<file path="src/rtl/dpll_pkg.sv">
package dpll_pkg;
  typedef enum logic [1:0] {
    CORR_NONE = 2'd0,
    CORR_SLOW = 2'd1,
    CORR_FAST = 2'd2
  } corr_e;
endpackage

</file>
<file path="src/rtl/dpll_tick_gen.sv">
module dpll_tick_gen #(
  parameter int TICK_DIV = 192
) (
  input  logic clk,
  input  logic rst,
  output logic tick
);
  localparam int CW = (TICK_DIV > 1) ? $clog2(TICK_DIV) : 1;

  logic [CW-1:0] cnt_q;

  assign tick = (cnt_q == CW'(TICK_DIV - 1));

  always_ff @(posedge clk) begin
    if (rst)       cnt_q <= '0;
    else if (tick) cnt_q <= '0;
    else           cnt_q <= cnt_q + 1'b1;
  end
endmodule

</file>
<file path="src/rtl/dpll_edge_sync.sv">
module dpll_edge_sync #(
  parameter int SYNC_STAGES = 2
) (
  input  logic clk,
  input  logic rst,
  input  logic din,
  output logic bit_s,
  output logic edge_seen
);
  logic [SYNC_STAGES-1:0] sh_q;
  logic                   prev_q;

  generate
    if (SYNC_STAGES == 1) begin : g_one
      always_ff @(posedge clk) begin
        if (rst) sh_q <= '0;
        else     sh_q <= din;
      end
    end else begin : g_chain
      always_ff @(posedge clk) begin
        if (rst) sh_q <= '0;
        else     sh_q <= {sh_q[SYNC_STAGES-2:0], din};
      end
    end
  endgenerate

  always_ff @(posedge clk) begin
    if (rst) prev_q <= 1'b0;
    else     prev_q <= sh_q[SYNC_STAGES-1];
  end

  assign bit_s     = sh_q[SYNC_STAGES-1];
  assign edge_seen = bit_s ^ prev_q;
endmodule

</file>
<file path="src/rtl/dpll_phase_ctrl.sv">
module dpll_phase_ctrl
  import dpll_pkg::*;
#(
  parameter int PH_W     = 4,
  parameter int SLOW_THR = 1,
  parameter int FAST_Q   = 4,
  parameter int FAST_S   = 2
) (
  input  logic            clk,
  input  logic            rst,
  input  logic            tick,
  input  logic            edge_in,
  input  logic            fast_en,
  input  logic            quick_lock,
  output logic [PH_W-1:0] phase,
  output logic            use_edge
);
  localparam int FULL = 1 << PH_W;
  localparam int HALF = FULL / 2;
  localparam int MW   = PH_W + 1;

  logic            pend_q;
  logic            ahead;
  logic [MW-1:0]   mag;
  logic [MW-1:0]   lim;
  logic [MW-1:0]   step;
  corr_e           mode;
  logic [PH_W-1:0] nxt;

  always_comb begin
    use_edge = pend_q | edge_in;
    ahead    = (phase != '0) && (phase < PH_W'(HALF));
    if (phase == '0)  mag = '0;
    else if (ahead)   mag = {1'b0, phase};
    else              mag = MW'(FULL) - {1'b0, phase};
    lim = quick_lock ? MW'(FAST_Q) : MW'(FAST_S);
    if (mag == '0)                           mode = CORR_NONE;
    else if (fast_en && (mag > MW'(SLOW_THR))) mode = CORR_FAST;
    else                                     mode = CORR_SLOW;
    case (mode)
      CORR_SLOW: step = MW'(1);
      CORR_FAST: step = (lim < mag) ? lim : mag;
      default:   step = '0;
    endcase
    if (ahead) nxt = phase + PH_W'(1) - step[PH_W-1:0];
    else       nxt = phase + PH_W'(1) + step[PH_W-1:0];
  end

  always_ff @(posedge clk) begin
    if (rst) begin
      phase  <= '0;
      pend_q <= 1'b0;
    end else if (tick) begin
      pend_q <= 1'b0;
      phase  <= use_edge ? nxt : phase + PH_W'(1);
    end else if (edge_in) begin
      pend_q <= 1'b1;
    end
  end
endmodule

</file>
<file path="src/rtl/dpll_retimer.sv">
module dpll_retimer (
  input  logic clk,
  input  logic rst,
  input  logic upper_half,
  input  logic bit_s,
  output logic rt,
  output logic rd
);
  logic hold_q;

  always_ff @(posedge clk) begin
    if (rst) begin
      rt     <= 1'b0;
      rd     <= 1'b0;
      hold_q <= 1'b0;
    end else begin
      rt <= upper_half;
      if (upper_half && !rt) hold_q <= bit_s;
      if (!upper_half && rt) rd     <= hold_q;
    end
  end
endmodule

</file>
<file path="src/rtl/bit_timing_dpll.sv">
module bit_timing_dpll #(
  parameter int TICK_DIV    = 192,
  parameter int PH_W        = 4,
  parameter int SLOW_THR    = 1,
  parameter int FAST_Q      = 4,
  parameter int FAST_S      = 2,
  parameter int SYNC_STAGES = 2
) (
  input  logic clk,
  input  logic rst,
  input  logic rx_bit,
  input  logic fast_en,
  input  logic quick_lock,
  output logic rt,
  output logic rd
);
  logic            tick;
  logic            bit_s;
  logic            edge_in;
  logic            use_edge;
  logic [PH_W-1:0] phase;

  dpll_tick_gen #(.TICK_DIV(TICK_DIV)) u_tick (
    .clk(clk), .rst(rst), .tick(tick)
  );

  dpll_edge_sync #(.SYNC_STAGES(SYNC_STAGES)) u_sync (
    .clk(clk), .rst(rst), .din(rx_bit), .bit_s(bit_s), .edge_seen(edge_in)
  );

  dpll_phase_ctrl #(
    .PH_W(PH_W), .SLOW_THR(SLOW_THR), .FAST_Q(FAST_Q), .FAST_S(FAST_S)
  ) u_phase (
    .clk(clk), .rst(rst), .tick(tick), .edge_in(edge_in),
    .fast_en(fast_en), .quick_lock(quick_lock),
    .phase(phase), .use_edge(use_edge)
  );

  dpll_retimer u_retime (
    .clk(clk), .rst(rst), .upper_half(phase[PH_W-1]), .bit_s(bit_s),
    .rt(rt), .rd(rd)
  );
endmodule

</file>
<file path="config.mk">
export PLATFORM = sky130hd
export DESIGN_NAME = bit_timing_dpll
export DESIGN_NICKNAME = d
export VERILOG_FILES = /design/src/rtl/dpll_pkg.sv /design/src/rtl/dpll_tick_gen.sv /design/src/rtl/dpll_edge_sync.sv /design/src/rtl/dpll_phase_ctrl.sv /design/src/rtl/dpll_retimer.sv /design/src/rtl/bit_timing_dpll.sv
export SDC_FILE = /design/constraint.sdc
export NUM_CORES = 1
export LEC_CHECK = 0
export ABC_AREA = 1
export CAP_MARGIN = 25
export CELL_PAD_IN_SITES_DETAIL_PLACEMENT = 2
export CELL_PAD_IN_SITES_GLOBAL_PLACEMENT = 2
export CORE_UTILIZATION = 36
export DETAILED_ROUTE_END_ITERATION = 12
export MAX_ROUTING_LAYER = met4
export PLACE_DENSITY_LB_ADDON = 0.15
export SLEW_MARGIN = 10
export SYNTH_ARGS = -nofsm -noshare
export SYNTH_HDL_FRONTEND = slang
export SYNTH_SLANG_ARGS = --single-unit
</file>
<file path="constraint.sdc">
create_clock -name clk -period 5.89 [get_ports clk]
set_input_delay 0.8835 -clock clk [delete_from_list [all_inputs] [get_ports clk]]
set_output_delay 0.8835 -clock clk [all_outputs]
set_load 0.02 [all_outputs]
</file>
After elaboration in Yosys (flattened, before gate mapping)
Cells that the tools add are included.
{"block": "word_totals", "regBits": 19, "in_bits": 5, "output_inout_bits": 2, "word_cells": 40}
{"block": "classes", "add_sub_neg": 5, "n_lt_le_gt_ge": 3, "eq_ne": 3, "mux": 9, "bitwise": 2, "reduce_logical": 10}
{"operator": "$mux W4", "n": 3}
{"operator": "$mux W5", "n": 2}
{"operator": "$add A8 B1 Y8 const B", "n": 1}
{"operator": "$eq A8 B8 Y1 const B", "n": 1}
{"operator": "$pmux W4 S2", "n": 1}
{"operator": "$gt A5 B1 Y1 const B", "n": 1}
{"operator": "$logic_not A5 Y1", "n": 1}
{"operator": "$lt A3 B5 Y1", "n": 1}
{"operator": "$sub A5 B4 Y5 const A", "n": 1}
{"operator": "$add A4 B1 Y4 const B", "n": 1}
{"operator": "$add A4 B4 Y4", "n": 1}
{"operator": "$logic_and A1 B1 Y1", "n": 4}
{"operator": "$logic_not A4 Y1", "n": 1}
{"operator": "$lt A4 B4 Y1 const B", "n": 1}
{"operator": "$mux W2", "n": 2}
{"operator": "$reduce_bool A4 Y1", "n": 1}
{"operator": "$sub A4 B4 Y4", "n": 1}
{"operator": "$mux W3", "n": 1}
{"operator": "$eq A2 B1 Y1 const B", "n": 1}
{"operator": "$eq A2 B2 Y1 const B", "n": 1}
{"operator": "$logic_not A1 Y1", "n": 2}
{"operator": "$reduce_or A2 Y1", "n": 1}
{"operator": "$or A1 B1 Y1", "n": 1}
{"operator": "$xor A1 B1 Y1", "n": 1}

Longest topological paths before layout
{"block": "depth", "word_depth": 13, "depth_mapped": 28, "depth_no_buf": 28}

Cells and area by module
A second synthesis with hierarchy kept.
{"block": "unflattened", "hier_cells": 187, "area_unflattened_um2": 1280.0}
{"module": "dpll_phase_ctrl", "n_inst": 1, "cells_each": 102, "area_per_inst_um2": 680.7, "seq_area_each_um2": 100.1}
{"module": "dpll_tick_gen", "n_inst": 1, "cells_each": 55, "area_per_inst_um2": 384.1, "seq_area_each_um2": 160.2}
{"module": "dpll_retimer", "n_inst": 1, "cells_each": 17, "area_per_inst_um2": 117.6, "seq_area_each_um2": 60.1}
{"module": "dpll_edge_sync", "n_inst": 1, "cells_each": 13, "area_per_inst_um2": 97.6, "seq_area_each_um2": 60.1}

Worst setup path after synthesis
Ideal clock, no wire load.
{"block": "synth_path", "path_type": "register to register", "start": "register u_phase.phase[0]", "end": "register u_phase.phase[3]", "setup_time_ns": 0.110, "t_arrival_ns": 3.176, "t_required_ns": 5.780, "slack_ns": 2.604, "path_stages_with_launch": 25, "n_path_buf": 0, "period_less_slack_ns": 3.286, "cell_sequence": "dfxtp_1 inv_1 ha_1 inv_1 o22ai_2 inv_1 ha_1 nand3_1 nand2_1 nand2_1 nand2_1 o211ai_2 ha_1 a21oi_1 xnor2_1 inv_1 ha_1 a21oi_1 inv_1 nand2_1 nand4_1 nand3_1 nand2_1 inv_1 nor2_1"}
{"block": "synth_between", "elab_chain_cells": 13, "word_cells_on_any_way": 22, "cone_classes": "add/sub: 4; order compare: 3; eq/ne: 2; mux: 8; reduce/logical: 5"}
{"element": "start, declared", "line": "dpll_phase_ctrl.sv:15", "rtl": "output logic [PH_W-1:0] phase,"}
{"element": "start signal, assigned", "line": "dpll_phase_ctrl.sv:55", "rtl": "phase <= use_edge ? nxt : phase + PH_W'(1);"}
{"element": "$lt A4 B4 Y1 / $reduce_bool A4 Y1 (equally long branches)", "line": "dpll_phase_ctrl.sv:32", "rtl": "ahead = (phase != '0) && (phase < PH_W'(HALF));"}
{"element": "$logic_and A1 B1 Y1", "line": "dpll_phase_ctrl.sv:32"}
{"element": "$mux W5", "line": "dpll_phase_ctrl.sv:34", "rtl": "else if (ahead) mag = {1'b0, phase};"}
{"element": "$mux W5", "line": "dpll_phase_ctrl.sv:33", "rtl": "if (phase == '0) mag = '0;"}
{"element": "$gt A5 B1 Y1", "line": "dpll_phase_ctrl.sv:38", "rtl": "else if (fast_en && (mag > MW'(SLOW_THR))) mode = CORR_FAST;"}
{"element": "$logic_and A1 B1 Y1", "line": "dpll_phase_ctrl.sv:38"}
{"element": "$mux W2", "line": "dpll_phase_ctrl.sv:38"}
{"element": "$mux W2", "line": "dpll_phase_ctrl.sv:37", "rtl": "if (mag == '0) mode = CORR_NONE;"}
{"element": "$eq A2 B2 Y1 / $eq A2 B1 Y1 (equally long branches)", "line": "dpll_phase_ctrl.sv:40", "rtl": "case (mode)"}
{"element": "$pmux W4 S2", "line": "dpll_phase_ctrl.sv:40"}
{"element": "$add A4 B4 Y4 / $sub A4 B4 Y4 (equally long branches)", "line": "dpll_phase_ctrl.sv:46, dpll_phase_ctrl.sv:45"}
{"element": "$mux W4", "line": "dpll_phase_ctrl.sv:45", "rtl": "if (ahead) nxt = phase + PH_W'(1) - step[PH_W-1:0];"}
{"element": "$mux W4 *", "line": "dpll_phase_ctrl.sv:55"}
Mark *: on every way between the ends. The rest lies on a longest branch, timed or not.
A chain may end at the register's enable or synchronous reset.

Final worst setup path
Same ends and word-level chain as after synthesis.

==> out/qor_table.md <==
| Group | Result | Reported |
|---|---|---|
| final layout | Non-filler instance count after layout | 208 |
| drt | Total length of routed wires | 2780 µm |
| sta | Worst slew margin | 76.0% |
| sta | Number of hold violations in the final report | 0 |
| clocking | Buffers from clock root to sink, at most | 2 |
| clocking | Number of sinks on the clock net | 19 |
| worst setup path | Data required time of the worst path | 6140 ps |
| worst setup path | Critical path endpoint category | register |
| placed design | RePlAce Congestion | 0.788 |
| drt | Detail-routed via count per cell | 4.90 |
| sta | Final Max Slew Viols | 0 |
| sta | Crit path time final | 3870 ps |
| logic synthesis | Synth unique cells | 29 |
| drt | Routed len/inst | 13.3 µm |
| floorplan | Initial Utilization | 38.0% |
| worst setup path | Crit path max-delay cell type | sky130_fd_sc_hd__dfxtp_1 |
| worst setup path | Data arrival at the endpoint of the critical path | 4120 ps |
| job | Max cap viols | 0 |
| placed design | Total half-perimeter wirelength after legalization and detailed placement | 2380 µm |
| final layout | Layout net count | 181 |
| placed design | Cell Count Post-Placement | 204 |
| clocking | CTS Buf Count | 3 |
| final layout | Antenna cells | 0 |
| global route | Largest net degree at the start of global routing | 12 |
| final layout | Final instance area | 0.00131 mm² |
| floorplan | Standard-cell row count | 20 |
| global route | Aggregate global routing overflow | 0 |
| clocking | Clock slew at the register clock pins of the worst setup and hold paths | 110 ps |
| clocking | Number of hold buffers added after cts | 0 |
| placed design | Port Buffers | 6 |
| worst setup path | Longest individual stage delay on the worst path | 420 ps |
| drt | Number of remaining DRC errors | 0 |
| logic synthesis | Syn avg cell area | 7.55 µm² |
| worst setup path | Worst Path Class, Setup | register to register |
| clocking | Cell at the root of the clock tree | sky130_fd_sc_hd__clkbuf_4 |
| worst setup path | Largest driver fanout on the critical path | 6 |
| global route | Initial antenna violation count | 0 |
| sta | Timing-limited maximum frequency | 258 MHz |
| sta | Crit share post-route | 65.7% |
| drt | Via count | 1,019 |
| clocking | Resized cells post-CTS | 0 |
| floorplan | Top Ports | 7 |
| floorplan | Chip Width | 59.0 µm |
| global route | Overall Global Routing Usage | 19.2% |
| global route | Number of global-route vias before repair | 1,145 |
| logic synthesis | Number of synthesized register bits | 19 |
| power | Power Total | 0.000217 W |
| min path | Tightest Hold Check Type | register to register |
| worst setup path | Top Family by Delay on Critical Path | adder cells |
| worst setup path | Type of element launching the critical path | register |
| sta | Layout Skew | 1.14 ps |
| drt | DRC marker count from the first detailed-route iteration | 16 |
| sta | Worst Tran Pin Value | 359 ps |
| drt | Number of routed nets with antenna violations | 0 |
| floorplan | Die Area | 0.00348 mm² |
| logic synthesis | Synthesis warning total | 0 |
| final layout | Area growth from synthesis to layout | 11.9% |
| power | Cell leakage power | 0.601 nW |
| worst setup path | Number of buffers and inverters on the critical path | 6 |
| power | Worst supply voltage drop on vdd | 159 µV |
| sta | Total Negative Setup Slacks | 0 ps |
| global route | Global-route wire length before repair | 4750 µm |
| drt | Number of iterations in the first detailed-routing pass | 3 |
| placed design | Instance area at placement | 0.00128 mm² |
| logic synthesis | Syn Nets | 171 |
| run status | Result of the run | finished, final reports clean |
| floorplan | Chip height | 59.0 µm |
| floorplan | Core ar. | 0.00308 mm² |
| power | Power per cell area | 166 mW/mm² |
| sta | Setup repair after global routing missed its margin | false |
| sta | Number of setup violations in the final report | 0 |
| logic synthesis | Portion of the post-synthesis area used by sequential elements | 32.5% |
| logic synthesis | Number of instances in the synthesized netlist | 155 |
| clocking | Maximum level of the CTS H-tree | 1 |
| clocking | Clk Latency, worst-skew pair | 300 ps |
| clocking | Post-CTS setup repair buffer count | 0 |
| clocking | CTS tree | done |
| final layout | Fraction of final layout cells with drive strength greater than 1 | 12.8% |
| logic synthesis | Cell area after technology mapping | 0.00117 mm² |
Yosys cell counts:
| cell | count | area (µm²) |
|---|---|---|
| sky130_fd_sc_hd__nand3_4 | 1 | 17.5 |
| sky130_fd_sc_hd__dfxtp_1 | 19 | 380 |
| sky130_fd_sc_hd__nand2_1 | 23 | 86.3 |
| sky130_fd_sc_hd__nand3b_1 | 1 | 7.51 |
| sky130_fd_sc_hd__or2_2 | 2 | 12.5 |
| sky130_fd_sc_hd__nand2_2 | 1 | 6.26 |
| sky130_fd_sc_hd__o21bai_1 | 1 | 7.51 |
| sky130_fd_sc_hd__inv_4 | 1 | 6.26 |
| sky130_fd_sc_hd__a21oi_1 | 11 | 55.1 |
| sky130_fd_sc_hd__nand3_1 | 6 | 30.0 |
| sky130_fd_sc_hd__ha_1 | 10 | 125 |
| sky130_fd_sc_hd__inv_2 | 2 | 7.51 |
| sky130_fd_sc_hd__o21ai_1 | 1 | 5.00 |
| sky130_fd_sc_hd__o211ai_2 | 1 | 12.5 |
| sky130_fd_sc_hd__xnor2_1 | 4 | 35.0 |
| sky130_fd_sc_hd__o21ai_0 | 9 | 45.0 |
| sky130_fd_sc_hd__nand4_1 | 4 | 25.0 |
| sky130_fd_sc_hd__inv_1 | 28 | 105 |
| sky130_fd_sc_hd__nor2_1 | 14 | 52.6 |
| sky130_fd_sc_hd__nor2_2 | 1 | 6.26 |
| sky130_fd_sc_hd__o22ai_1 | 1 | 6.26 |
| sky130_fd_sc_hd__nand2_4 | 3 | 33.8 |
| sky130_fd_sc_hd__clkbuf_1 | 1 | 3.75 |
| sky130_fd_sc_hd__nand3_2 | 2 | 20.0 |
| sky130_fd_sc_hd__xor2_1 | 2 | 17.5 |
| sky130_fd_sc_hd__fa_1 | 1 | 20.0 |
| sky130_fd_sc_hd__o21ai_2 | 2 | 17.5 |
| sky130_fd_sc_hd__o22ai_2 | 1 | 12.5 |
| sky130_fd_sc_hd__nor3_1 | 2 | 10.0 |
per-stage QoR:
step,hold slack [ps],setup WS [ps],utilization [%]
3_3_place_gp,393,2100,41.6
6_report,418,2020,42.5
2_1_floorplan,388,2600,-
5_1_grt,431,1670,42.5
3_5_place_dp,403,1890,41.6
4_1_cts,421,1970,42.5
layout make-up:
class,instances,area [µm²]
timing repair buffer,6,60.1
tap,44,55.1
inverter,31,119
multi-input combinational,104,667
sequential,19,380
clock buffer,3,22.5
fill,375,1770
clock inverter,1,5.00
report_power, final:
part           switching (W)  leakage (nW)  internal [W]   total, W
registers         0.00000171         0.154      0.000131   0.000133
logic             0.00000963         0.429    0.00000674  0.0000164
clock network      0.0000419        0.0177     0.0000254  0.0000673
flip-flops by register name (all words and copies together) (netlist names):
name / count
u_tick.cnt_q: 8
u_retime.rt: 1
u_phase.pend_q: 1
u_phase.phase: 4
u_retime.rd: 1
u_sync.sh_q: 2
u_sync.prev_q: 1
u_retime.hold_q: 1
final timing paths:
check	from	end	slack [ps]	depth (start not counted)
setup reg to reg	u_phase.phase[0]$_SDFFE_PP0P_	u_phase.phase[3]$_SDFFE_PP0P_	2020	25
hold reg to reg	u_sync.sh_q[0]$_SDFF_PP0_	u_sync.sh_q[1]$_SDFF_PP0_	420	2
setup / recovery	u_phase.phase[0]$_SDFFE_PP0P_	u_phase.phase[3]$_SDFFE_PP0P_	2020	25
hold / removal	u_sync.sh_q[0]$_SDFF_PP0_	u_sync.sh_q[1]$_SDFF_PP0_	420	2
placed cells by master (no fill, tap or decap), types with 3 or more instances in the layout:
master / n
sky130_fd_sc_hd__nand3_1: 6
sky130_fd_sc_hd__o21ai_0: 9
sky130_fd_sc_hd__nand2_4: 3
sky130_fd_sc_hd__ha_1: 10
sky130_fd_sc_hd__nand2_1: 23
sky130_fd_sc_hd__inv_1: 28
sky130_fd_sc_hd__dfxtp_1: 19
sky130_fd_sc_hd__nor2_1: 14
sky130_fd_sc_hd__nand4_1: 4
sky130_fd_sc_hd__a21oi_1: 11
sky130_fd_sc_hd__clkbuf_4: 3
sky130_fd_sc_hd__xnor2_1: 4
sky130_fd_sc_hd__clkdlybuf4s50_1: 6
cells by family (layout without fill, tap and decap cells):
group / after synthesis / in the layout / share of synthesized area, %
and+or+nand+nor: 60 / 60 / 26.3
buffers and inverters: 32 / 41 / 10.5
AOI/OAI and AO/OA: 27 / 27 / 13.8
DFF: 19 / 19 / 32.5
adders and majority gates: 11 / 11 / 12.4
xor gates and xnor gates: 6 / 6 / 4.49
tightest hold or removal path: stages (launching register included):
cell,delay (ps)
sky130_fd_sc_hd__dfxtp_1,320
sky130_fd_sc_hd__inv_1,40
sky130_fd_sc_hd__nor2_1,30
per-layer routing:
| layer | global-route usage (%) | wire length (µm) | share of wire, % | vias to the layer above |
|---|---|---|---|---|
| met5 | - | 0 | 0 | - |
| met4 | 11.2 | 72 | 2.6 | 0 |
| met3 | 2.18 | 29 | 1.0 | 6 |
| met2 | 37.8 | 1560 | 56 | 8 |
| met1 | 17.5 | 1120 | 40 | 488 |
| li1 | - | - | - | 517 |
Power figures use the tool's default switching activity.
